## src/rtl/dvp_rgb565_capture.sv

```systemverilog
`timescale 1ns/1ps
module dvp_rgb565_capture #(
  parameter int FRAME_SKIP = 10
) (
  input  logic        pclk,
  input  logic        rst_n,
  input  logic        cfg_done,
  input  logic        cam_vsync,
  input  logic        cam_href,
  input  logic [7:0]  cam_byte,
  output logic        frame_sync,
  output logic        line_valid,
  output logic        pix_valid,
  output logic [15:0] pix_data
);
  localparam int CNT_W = $clog2(FRAME_SKIP + 2);
  localparam logic [CNT_W-1:0] ARM_AT = CNT_W'(FRAME_SKIP + 1);

  logic             vs_q, vs_q2, hr_q, phase;
  logic [7:0]       byte_q, hi_q;
  logic [CNT_W-1:0] rise_cnt;
  logic             vs_rise, armed, pair_end;

  assign vs_rise  = vs_q & ~vs_q2;
  assign armed    = (rise_cnt == ARM_AT);
  assign pair_end = hr_q & phase;

  always_ff @(posedge pclk or negedge rst_n) begin
    if (!rst_n) begin
      vs_q <= 1'b0; vs_q2 <= 1'b0; hr_q <= 1'b0; byte_q <= '0;
      phase <= 1'b0; hi_q <= '0; rise_cnt <= '0;
      frame_sync <= 1'b0; line_valid <= 1'b0; pix_valid <= 1'b0; pix_data <= '0;
    end else if (!cfg_done) begin
      vs_q <= 1'b0; vs_q2 <= 1'b0; hr_q <= 1'b0; byte_q <= '0;
      phase <= 1'b0; hi_q <= '0; rise_cnt <= '0;
      frame_sync <= 1'b0; line_valid <= 1'b0; pix_valid <= 1'b0; pix_data <= '0;
    end else begin
      vs_q   <= cam_vsync;
      vs_q2  <= vs_q;
      hr_q   <= cam_href;
      byte_q <= cam_byte;
      if (vs_rise && !armed) rise_cnt <= rise_cnt + CNT_W'(1);
      frame_sync <= vs_q;
      line_valid <= hr_q & armed;
      pix_valid  <= pair_end & armed;
      phase      <= hr_q & ~phase;
      if (hr_q && !phase) hi_q <= byte_q;
      if (pair_end && armed) pix_data <= {hi_q, byte_q};
    end
  end


  idle_outputs_chk: assert property (@(posedge pclk) disable iff (!rst_n)
    !cfg_done |=> (!pix_valid && !line_valid && !frame_sync));


  single_strobe_chk: assert property (@(posedge pclk) disable iff (!rst_n || !cfg_done)
    pix_valid |=> !pix_valid);


  pair_in_line_chk: assert property (@(posedge pclk) disable iff (!rst_n || !cfg_done)
    pix_valid |-> ($past(cam_href, 2) && $past(cam_href, 3)));


  line_follows_href_chk: assert property (@(posedge pclk) disable iff (!rst_n || !cfg_done)
    line_valid |-> $past(cam_href, 2));


  strobe_in_line_chk: assert property (@(posedge pclk) disable iff (!rst_n || !cfg_done)
    pix_valid |-> line_valid);


  data_hold_chk: assert property (@(posedge pclk) disable iff (!rst_n || !cfg_done)
    !pix_valid |-> $stable(pix_data));
endmodule

```

## config.mk

```make
export PLATFORM = sky130hd
export DESIGN_NAME = dvp_rgb565_capture
export DESIGN_NICKNAME = d
export VERILOG_FILES = /design/src/rtl/dvp_rgb565_capture.sv
export SDC_FILE = /design/constraint.sdc
export NUM_CORES = 1
export LEC_CHECK = 0
export ABC_AREA = 0
export ABC_CLOCK_PERIOD_IN_PS = 2100
export BUFFER_PORTS_ARGS = -buffer_cell sky130_fd_sc_hd__clkbuf_2
export CAP_MARGIN = 20
export CORE_UTILIZATION = 53
export CTS_CLUSTER_SIZE = 20
export DETAILED_ROUTE_END_ITERATION = 7
export GPL_ROUTABILITY_DRIVEN = 0
export PLACE_DENSITY = 0.77
export SETUP_SLACK_MARGIN = 0.3
export SLEW_MARGIN = 20
export SYNTH_ARGS = -nofsm -noshare
export SYNTH_HDL_FRONTEND = slang
export SYNTH_SLANG_ARGS = --single-unit
```

## constraint.sdc

```tcl
create_clock -name pclk -period 2.1 [get_ports pclk]
set_clock_uncertainty 0.1 [all_clocks]
set_input_delay 0.42 -clock pclk [delete_from_list [all_inputs] [get_ports pclk]]
set_output_delay 0.42 -clock pclk [all_outputs]
set_load 0.005 [all_outputs]
```

==> results.json, run 1 <==
{
  "final-setup-viol-count": 0,
  "critPathMaxStageDelay_ns": 0.42,
  "synth_adder_area_share_pct": 0.773,
  "grt_first_pass_wirelength_mm": 4.35,
  "share_of_the_synthesized_netlist_area_taken_by_xor_and_xnor_gates_pct": 0,
  "detailedPlacementHpwl_mm": 1.87,
  "drc": 0,
  "vdd_ir_drop_max_mv": 0.445,
  "synth-simple-area-share_pct": 14.5,
  "final_net_count": 174,
  "leakage_power_summed_over_all_cells_nw": 0.942,
  "critical_path_class": "reg -> reg",
  "edff_count_synth": 0,
  "syn_nets": 141,
  "drt-initial-drc-count": 34,
  "synth_area_um2": 1620,
  "filler_cell_count": 217,
  "via_count": 1031,
  "largest_net_degree_at_the_start_of_global_routing": 23,
  "crit_path_cell_trace": "ha_1, and4b_4, a21boi_4, a22o_1",
  "maxClockFrequency_mhz": 604,
  "netlist-cell-type-count": 24,
  "synth_ff_type": "dfrtp_1",
  "final.setup.tns_ns": 0,
  "top_level_ports": 32,
  "yosys_register_bits": 42,
  "finalWorstPathRequiredPeriod_ns": 1.65,
  "seq_total_area_yosys_pct": 65.0,
  "final-hold-violation-count": 0,
  "postSynth.asyncResetShare_pct": 100,
  "crit_fanout": 16,
  "crit_path_top_delay_cell": "dfrtp_1",
  "dr.pass1.iters": 4,
  "post_drt_wl_per_cell_um": 13.5,
  "critPathCaptureType": "flip-flop",
  "first_global_vias": 965,
  "multi_input_gate_area_in_the_final_layout_um2": 514,
  "post_synth_most_frequent_cells": "dfrtp_1, nand2_1, a22o_1",
  "seq_area_um2": 1050,
  "rsz_0062_raised_after_global_routing": "false",
  "hp-class": "in -> reg",
  "postSynthCellCount": 127,
  "dominant_combinational_cell_family_by_area_after_synthesis": "simple AND/OR/NAND/NOR gates",
  "worstPathRequired_ns": 2.28,
  "synth_most_common_cell": "dfrtp_1",
  "htreeDepth": 2,
  "critical_path.startpoint_type": "flip-flop",
  "syn_area_per_cell_um2": 12.7,
  "yosys_warnings": 0,
  "post_synth_mux_area_share_pct": 2.47,
  "report.final.slew_viol_count": 0,
  "antenna_violating_nets_post_route": 0,
  "route.final.wire_length_mm": 2.59,
  "initial_antenna_violation_count": 0,
  "yosysTopAreaCellShare_pct": 65.0,
  "cts.reportedPaths.clkPinSlew_ns": 0.11,
  "cts.sink_count": 42,
  "outcome": "finished clean",
  "core_area_um2": 2830,
  "cp_data_arrival_time_ns": 1.84,
  "floorplan.rows": 19,
  "finish.utilization_pct": 65.5,
  "pwr_dens_nw_per_um2": 710,
  "slew_headroom_pct": 58.4,
  "die_area_um2": 3280,
  "post-route-worst-setup-slack_ns": 0.446,
  "layout-drive-gt1-share_pct": 26.7,
  "floorplan.die.width_um": 57.3,
  "worst_setup_slack_after_placement_ns": 0.310,
  "grtUsageTotal_pct": 18.1,
  "maxCapViolations": 0,
  "gr-total-overflow": 0,
  "timing.final.crit_share_pct": 78.8,
  "cts_buf_count": 5,
  "clock_tree.buffer_depth": 2,
  "die_ht_um": 57.3,
  "synth_top_cells_by_area": "dfrtp_1, a22o_1, and2_1",
  "number_of_input_and_output_port_buffers_inserted": 31,
  "diodes": 0,
  "clock_tree_from_tritoncts": "yes",
  "worst-slew-pin-transition_ns": 0.623,
  "clock_latency_ns": 0.34,
  "ctsRootBufferMaster": "clkbuf_4",
  "complex_gate_fraction_of_the_synthesized_area_pct": 13.6,
  "yosysTopAreaCell": "dfrtp_1",
  "initial_core_util_pct": 57.2,
  "synthToLayoutAreaGrowth_pct": 14.5,
  "post_drt_via_cell_ratio": 5.37
}
[layer usage]
| metal | up-vias | wire length [um] | GRT usage (%) |
|---|---|---|---|
| met3 | 5 | 132 | 6.12 |
| li1 | 499 | - | - |
| met5 | - | 0 | 0 |
| met2 | 30 | 1160 | 27.2 |
| met4 | 0 | 41 | 6.27 |
| met1 | 497 | 1260 | 25.0 |
[cells in the final DEF, fill, tap and decap left out]
cell	n
nor2b_1	2
clkbuf_8	1
nand2b_1	3
clkbuf_1	1
buf_4	2
mux2i_1	4
ha_1	1
dfrtp_1	42
nand3_1	1
dlygate4sd3_1	1
and4b_4	1
a22o_1	16
and2_1	13
a21boi_4	1
a311oi_1	1
a21boi_1	2
clkbuf_2	31
nand2_1	20
nor2_1	1
nand3b_1	1
and3_4	1
inv_1	2
clkinv_2	1
clkbuf_4	5
nor3_1	1
a21boi_0	6
[through the flow]
step / instances / hold WS, ns / area (um2) / total power [W]
after detailed placement: 183 / 0.314 / 1770 / 0.000925
after global routing: 192 / 0.166 / 1850 / 0.00138
after global placement: 183 / 0.297 / 1770 / 0.000921
after CTS: 192 / 0.173 / 1850 / 0.00132
after floorplan: 127 / 0.0244 / 1620 / 0.000889
final: 192 / 0.178 / 1850 / 0.00132
[power by group]
part	switching [W]	total, W	internal (W)
Combinational	0.0000420	0.0000718	0.0000298
Sequential	0.0000122	0.000838	0.000826
Clock	0.000243	0.000405	0.000162
Total	0.000297	0.00132	0.00102
[cells by family after synthesis]
| group | after synthesis |
|---|---|
| mux | 4 |
| buf+inv | 10 |
| compound gates | 26 |
| simple gates | 44 |
| flops | 42 |
| fa+ha+maj | 1 |
[critical path: cells and delay by family, from the launching register on]
family | cells | cell delay [ns]
AND/OR/NAND/NOR | 1 | 0.23
adder cells (fa/ha/maj) | 1 | 0.24
flip-flops | 1 | 0.42
AO/OA/AOI/OAI | 2 | 0.60
[repair_timing]
| action | in CTS | in global routing |
|---|---|---|
| endpoints found under the setup margin | 7 | 0 |
| setup buffers | 0 | 0 |
| hold buffers | 1 | 0 |
| endpoints found under the hold margin | 21 | 0 |
| gates resized for setup | 1 | 0 |
[sequential cells by signal (all words and copies together) (netlist names)]
name,flops
pix_data,16
byte_q,8
hi_q,8
rise_cnt,4
hr_q,1
line_valid,1
phase,1
pix_valid,1
vs_q,1
vs_q2,1
[path summary, 6_finish.rpt]
| kind | end | slack (ns) | start | cells past startpoint |
|---|---|---|---|---|
| max | pix_data[4]$_DFFE_PN0P_ | 0.45 | rise_cnt[0]$_DFFE_PN0P_ | 4 |
| min | byte_q[1]$_DFF_PN0_ | 0.18 | cam_byte[1] | 2 |
| max reg2reg | pix_data[4]$_DFFE_PN0P_ | 0.45 | rise_cnt[0]$_DFFE_PN0P_ | 4 |
| min reg2reg | pix_data[3]$_DFFE_PN0P_ | 0.41 | byte_q[3]$_DFF_PN0_ | 1 |
| max in group asynchronous | pix_data[2]$_DFFE_PN0P_ | 0.79 | rst_n | 3 |
| min in group asynchronous | pix_data[13]$_DFFE_PN0P_ | 0.46 | rst_n | 2 |
[layout make-up]
type | count | share of cell area [%]
flip-flops and latches | 42 | 56.8
repair buffers | 34 | 9.73
clock inverters | 1 | 0.270
well taps | 31 | 2.09
multi-input cells | 75 | 27.8
inverters | 2 | 0.405
clock buffers | 7 | 2.97
Note: power is estimated with default switching activity, not from simulation.
==> inputs of run 2 (changes only) <==
- ABC_CLOCK_PERIOD_IN_PS: 2100 -> 1600
- clock period: 2.1 -> 1.6 ns (I/O delays scaled with it)
==> run 2 against run 1 <==
  * The flow now finishes with violations (design-rule violations)
  * Routed wire length increased by 23%
  * Utilization up 8.1 points
  * Sequential share of layout area down 6.2 points
  * Power grew 33%
==> results.json, run 2 (synthesis gave the netlist of run 1 again) <==
{
  "outcome": "complete, but fails checks",
  "violations": "design-rule violations",
  "worstPathRequired_ns": 1.75,
  "floorplan.rows": 19,
  "initial_core_util_pct": 57.2,
  "drt-initial-drc-count": 46,
  "cts.sink_count": 42,
  "top_flop_regs": "pix_data x16, byte_q x8, hi_q x8",
  "final-hold-violation-count": 0,
  "initial_antenna_violation_count": 0,
  "core_area_um2": 2830,
  "post_drt_via_cell_ratio": 5.23,
  "grtUsageTotal_pct": 21.3,
  "die_ht_um": 57.3,
  "vdd_ir_drop_max_mv": 0.678,
  "cp_data_arrival_time_ns": 1.61,
  "largest_register": "pix_data",
  "leakage_power_summed_over_all_cells_nw": 1.07,
  "die_area_um2": 3280,
  "detailedPlacementHpwl_mm": 2.04,
  "largest_register_ff_count": 16,
  "critical_path.startpoint_type": "flip-flop",
  "floorplan.die.width_um": 57.3,
  "place_area_um2": 1800,
  "route.final.wire_length_mm": 3.20,
  "drc": 3,
  "ctsRootBufferMaster": "clkbuf_4",
  "clock_tree_from_tritoncts": "yes",
  "largest_net_degree_at_the_start_of_global_routing": 28,
  "critPathCaptureType": "flip-flop",
  "maxCapViolations": 0,
  "post-route-cell-area_um2": 2080,
  "gr-total-overflow": 0,
  "grt_first_pass_wirelength_mm": 5.01,
  "clock_latency_ns": 0.34,
  "dr.pass1.iters": 6,
  "clock_tree.buffer_depth": 2,
  "cts.reportedPaths.clkPinSlew_ns": 0.12,
  "mostFrequentLayoutCell": "dfrtp_1",
  "finish.utilization_pct": 73.6,
  "post_drt_wl_per_cell_um": 14.9,
  "final_net_count": 196,
  "diodes": 0,
  "rsz_0062_raised_after_global_routing": "true",
  "top_level_ports": 32,
  "number_of_input_and_output_port_buffers_inserted": 31,
  "slew_headroom_pct": 73.4,
  "cts_buf_count": 5,
  "final_cell_mix": "dfrtp_1, clkbuf_2, buf_4",
  "timing.final.crit_share_pct": 91.5,
  "antenna_violating_nets_post_route": 0,
  "first_global_vias": 1098,
  "synthToLayoutAreaGrowth_pct": 28.7,
  "critical_path_class": "reg -> reg",
  "finalWorstPathRequiredPeriod_ns": 1.46,
  "layout-drive-gt1-share_pct": 38.3,
  "report.final.slew_viol_count": 0,
  "pwr_dens_nw_per_um2": 841,
  "htreeDepth": 2,
  "hp-class": "in -> reg",
  "worst-slew-pin-transition_ns": 0.398,
  "maxClockFrequency_mhz": 683,
  "crit_fanout": 16,
  "final-setup-viol-count": 0,
  "via_count": 1119
}
[run 2: worst max-delay path, cell delays in order (launching register included)]
cell	delay, ns
dfrtp_1	0.42
ha_4	0.16
and4b_4	0.27
a21boi_4	0.07
buf_12	0.15
a22o_1	0.20
[run 2: layer usage]
layer / track usage (%) / share of wire (%) / up-vias
li1: - / - / 540
met1: 25.9 / 42 / 537
met2: 34.1 / 51 / 34
met3: 7.03 / 4.1 / 8
met4: 11.1 / 2.8 / 0
met5: 0 / 0 / -
[run 2: per-stage QoR]
| step | total power, W | worst slack (ns) | setup TNS (ns) | hold slack, ns | instances |
|---|---|---|---|---|---|
| 6_report | 0.00175 | 0.136 | 0 | 0.0742 | 214 |
| 5_1_grt | 0.00183 | 0.0980 | 0 | 0.0561 | 214 |
| 4_1_cts | 0.00177 | 0.132 | 0 | 0.0615 | 202 |
| 3_5_place_dp | 0.00123 | -0.164 | -2.18 | 0.164 | 185 |
| 3_3_place_gp | 0.00122 | -0.0717 | -1.02 | 0.155 | 185 |
| 2_1_floorplan | 0.00117 | 0.0596 | 0 | -0.0756 | 127 |
[run 2: worst paths after layout]
check | startpoint | end | slack [ns] | depth (start not counted)
setup / recovery | rise_cnt[1]$_DFFE_PN0P_ | pix_data[10]$_DFFE_PN0P_ | 0.14 | 5
hold / removal | cam_byte[2] | byte_q[2]$_DFF_PN0_ | 0.07 | 2
setup reg to reg | rise_cnt[1]$_DFFE_PN0P_ | pix_data[10]$_DFFE_PN0P_ | 0.14 | 5
hold reg to reg | hi_q[7]$_DFFE_PN0P_ | pix_data[15]$_DFFE_PN0P_ | 0.41 | 1
max in group asynchronous | rst_n | phase$_DFF_PN0_ | 0.60 | 3
min in group asynchronous | rst_n | pix_data[12]$_DFFE_PN0P_ | 0.31 | 2
[run 2: what timing repair did]
item / in CTS / in global routing
pin swaps: 1 / 0
gates cloned: 1 / 0
hold endpoints to repair: 15 / 0
hold buffers: 1 / 0
setup endpoints to repair: 27 / 45
buffers inserted: 7 / 12
resized for setup: 5 / 3
[run 2: cell type report]
cell class	count	area, um2
clock inverters	1	5.00
fillers	189	747
well taps	31	38.8
flip-flops and latches	42	1050
multi-input cells	76	561
repair buffers	55	363
clock buffers	7	55.1
inverters	2	7.51
[run 2: power by group]
group | internal [W] | switching, W
clock network | 0.000213 | 0.000313
registers | 0.00108 | 0.0000194
logic | 0.0000571 | 0.0000628
==> inputs of run 3 (changes only) <==
- PLACE_DENSITY: 0.77 -> unset
- PLACE_DENSITY_LB_ADDON: unset -> 0.2
==> run 3 against run 2 <==
  * Final area down 1.0%
  * Largest cell class unchanged
  * Setup slack improved by 0.0019 ns
  * First-iteration DRC count down 6.5%
  * Clock power increased by 2%
  * Sequential share of layout area increased by 0.58 points
  * Clock-buffer cell count unchanged
  * Power up 0.61%
  * The run still ends with design-rule violations left
  * Via count is 0.98% higher
  * Die area stayed put
  * Critical path depth down 1
  * Critical path type unchanged
==> results.json, run 3 (synthesis gave the netlist of run 1 again) <==
{
  "core_area_um2": 2830,
  "detailedPlacementHpwl_mm": 1.86,
  "final_net_count": 193,
  "regToRegEndpoint": "pix_data[0]$_DFFE_PN0P_",
  "layout-drive-gt1-share_pct": 37.8,
  "final-setup-viol-count": 0,
  "dr.pass1.iters": 6,
  "drc": 2,
  "ctsRootBufferMaster": "clkbuf_4",
  "cts_buf_count": 5,
  "htreeDepth": 2,
  "final_cell_mix": "dfrtp_1, clkbuf_2, nand2_1",
  "finalWorstPathRequiredPeriod_ns": 1.46,
  "clock_tree.buffer_depth": 2,
  "post_drt_via_cell_ratio": 5.36,
  "post-route-worst-setup-slack_ns": 0.138,
  "maxCapViolations": 0,
  "final-hold-violation-count": 0,
  "critical_path_class": "reg -> reg",
  "die_area_um2": 3280,
  "cts.sink_count": 42,
  "worst_setup_slack_after_placement_ns": -0.166,
  "leakage_power_summed_over_all_cells_nw": 1.05,
  "rsz_0062_raised_after_global_routing": "true",
  "first_global_vias": 1041,
  "mostFrequentLayoutCell": "dfrtp_1",
  "report.final.slew_viol_count": 0,
  "slew_headroom_pct": 71.3,
  "number_of_input_and_output_port_buffers_inserted": 31,
  "final.setup.tns_ns": 0,
  "critical_path.startpoint_type": "flip-flop",
  "top_flop_regs": "pix_data x16, byte_q x8, hi_q x8",
  "floorplan.die.width_um": 57.3,
  "largest_net_degree_at_the_start_of_global_routing": 27,
  "route.final.wire_length_mm": 3.09,
  "diodes": 0,
  "antenna_violating_nets_post_route": 0,
  "largest_register_ff_count": 16,
  "via_count": 1130,
  "grtUsageTotal_pct": 21.4,
  "post_drt_wl_per_cell_um": 14.6,
  "top_level_ports": 32,
  "timing.final.crit_share_pct": 91.4,
  "violations": "design-rule violations",
  "cp-startpoint": "rise_cnt[1]$_DFFE_PN0P_",
  "initial_antenna_violation_count": 0,
  "worstPathRequired_ns": 1.74,
  "worstReg2RegStart": "rise_cnt[1]$_DFFE_PN0P_",
  "crit_fanout": 9,
  "pwr_dens_nw_per_um2": 855,
  "floorplan.rows": 19,
  "critPathCaptureType": "flip-flop",
  "clock_tree_from_tritoncts": "yes",
  "die_ht_um": 57.3,
  "timing.critical_path.to": "pix_data[0]$_DFFE_PN0P_",
  "drt-initial-drc-count": 43,
  "r2r_cells": 4,
  "clock_latency_ns": 0.35,
  "vdd_ir_drop_max_mv": 0.585,
  "placed_cells": 185,
  "initial_core_util_pct": 57.2,
  "hp-class": "in -> reg",
  "synthToLayoutAreaGrowth_pct": 27.4,
  "cp_data_arrival_time_ns": 1.60,
  "gr-total-overflow": 0,
  "worst-slew-pin-transition_ns": 0.431,
  "grt_first_pass_wirelength_mm": 5.11,
  "final-instance-count-excl-fill": 211,
  "cts.reportedPaths.clkPinSlew_ns": 0.12,
  "largest_register": "pix_data",
  "worst-r2r-setup-slack_ns": 0.14,
  "maxClockFrequency_mhz": 684,
  "outcome": "complete, but fails checks"
}
run 3: cell types whose count changed in the layout (fill, tap and decap cells not counted):
cell | previous run | this run
dfrtp_1 | 41 | 40
a21boi_0 | 6 | 5
buf_4 | 21 | 18
dfrtp_2 | 1 | 2
a21boi_1 | 2 | 3
run 3: worst min path at each step:
stage / slack [ns] / end / cells past startpoint / startpoint
2_1_floorplan: -0.08 / byte_q[0]$_DFF_PN0_ / 0 / rst_n
3_3_place_gp: 0.16 / pix_data[13]$_DFFE_PN0P_ / 1 / rst_n
5_1_grt: 0.06 / byte_q[7]$_DFF_PN0_ / 2 / cam_byte[7]
3_5_place_dp: 0.18 / pix_data[13]$_DFFE_PN0P_ / 1 / rst_n
4_1_cts: 0.07 / byte_q[7]$_DFF_PN0_ / 2 / cam_byte[7]
6_report: 0.07 / byte_q[7]$_DFF_PN0_ / 2 / cam_byte[7]
run 3: where the power goes:
group	internal (W)	leakage [nW]	total, W	switching, W
registers	0.00108	0.570	0.00110	0.0000185
clock network	0.000213	0.0353	0.000539	0.000326
logic	0.0000563	0.444	0.000119	0.0000627
run 3: layout make-up:
class / instances / area [um2]
multi-input cells: 76 / 561
clock buffers: 7 / 55.1
flip-flops and latches: 42 / 1050
fillers: 192 / 768
repair buffers: 52 / 340
inverters: 2 / 7.51
clock inverters: 1 / 5.00
well taps: 31 / 38.8
run 3: layer usage:
layer,vias to the layer above,routed length [um],GRT usage (%)
met5,-,0,0
met4,0,38,7.32
met3,5,184,6.12
met2,47,1400,30.4
met1,542,1460,31.8
li1,536,-,-
run 3: per-stage QoR:
stage	power (W)	instance area (um2)	util, %	hold slack [ns]
finish	0.00176	2060	72.8	0.0718
global route	0.00184	2060	72.8	0.0561
CTS	0.00176	1930	68.4	0.0741
detailed placement	0.00122	1800	63.8	0.177
global placement	0.00122	1800	63.8	0.164
floorplan	0.00117	1620	-	-0.0756
run 3: repair_timing:
action / 4_1_cts / 5_1_grt
setup endpoints to repair: 22 / 42
hold buffers: 1 / 0
buffers inserted: 3 / 13
endpoints found under the hold margin: 16 / 0
resized for setup: 5 / 5
pin swaps: 1 / 2
gates cloned: 1 / 0
run 3: critical path: stages (launching register included):
cell	delay, ns
dfrtp_1	0.43
ha_4	0.18
and4b_4	0.20
and3_4	0.20
a22o_1	0.25
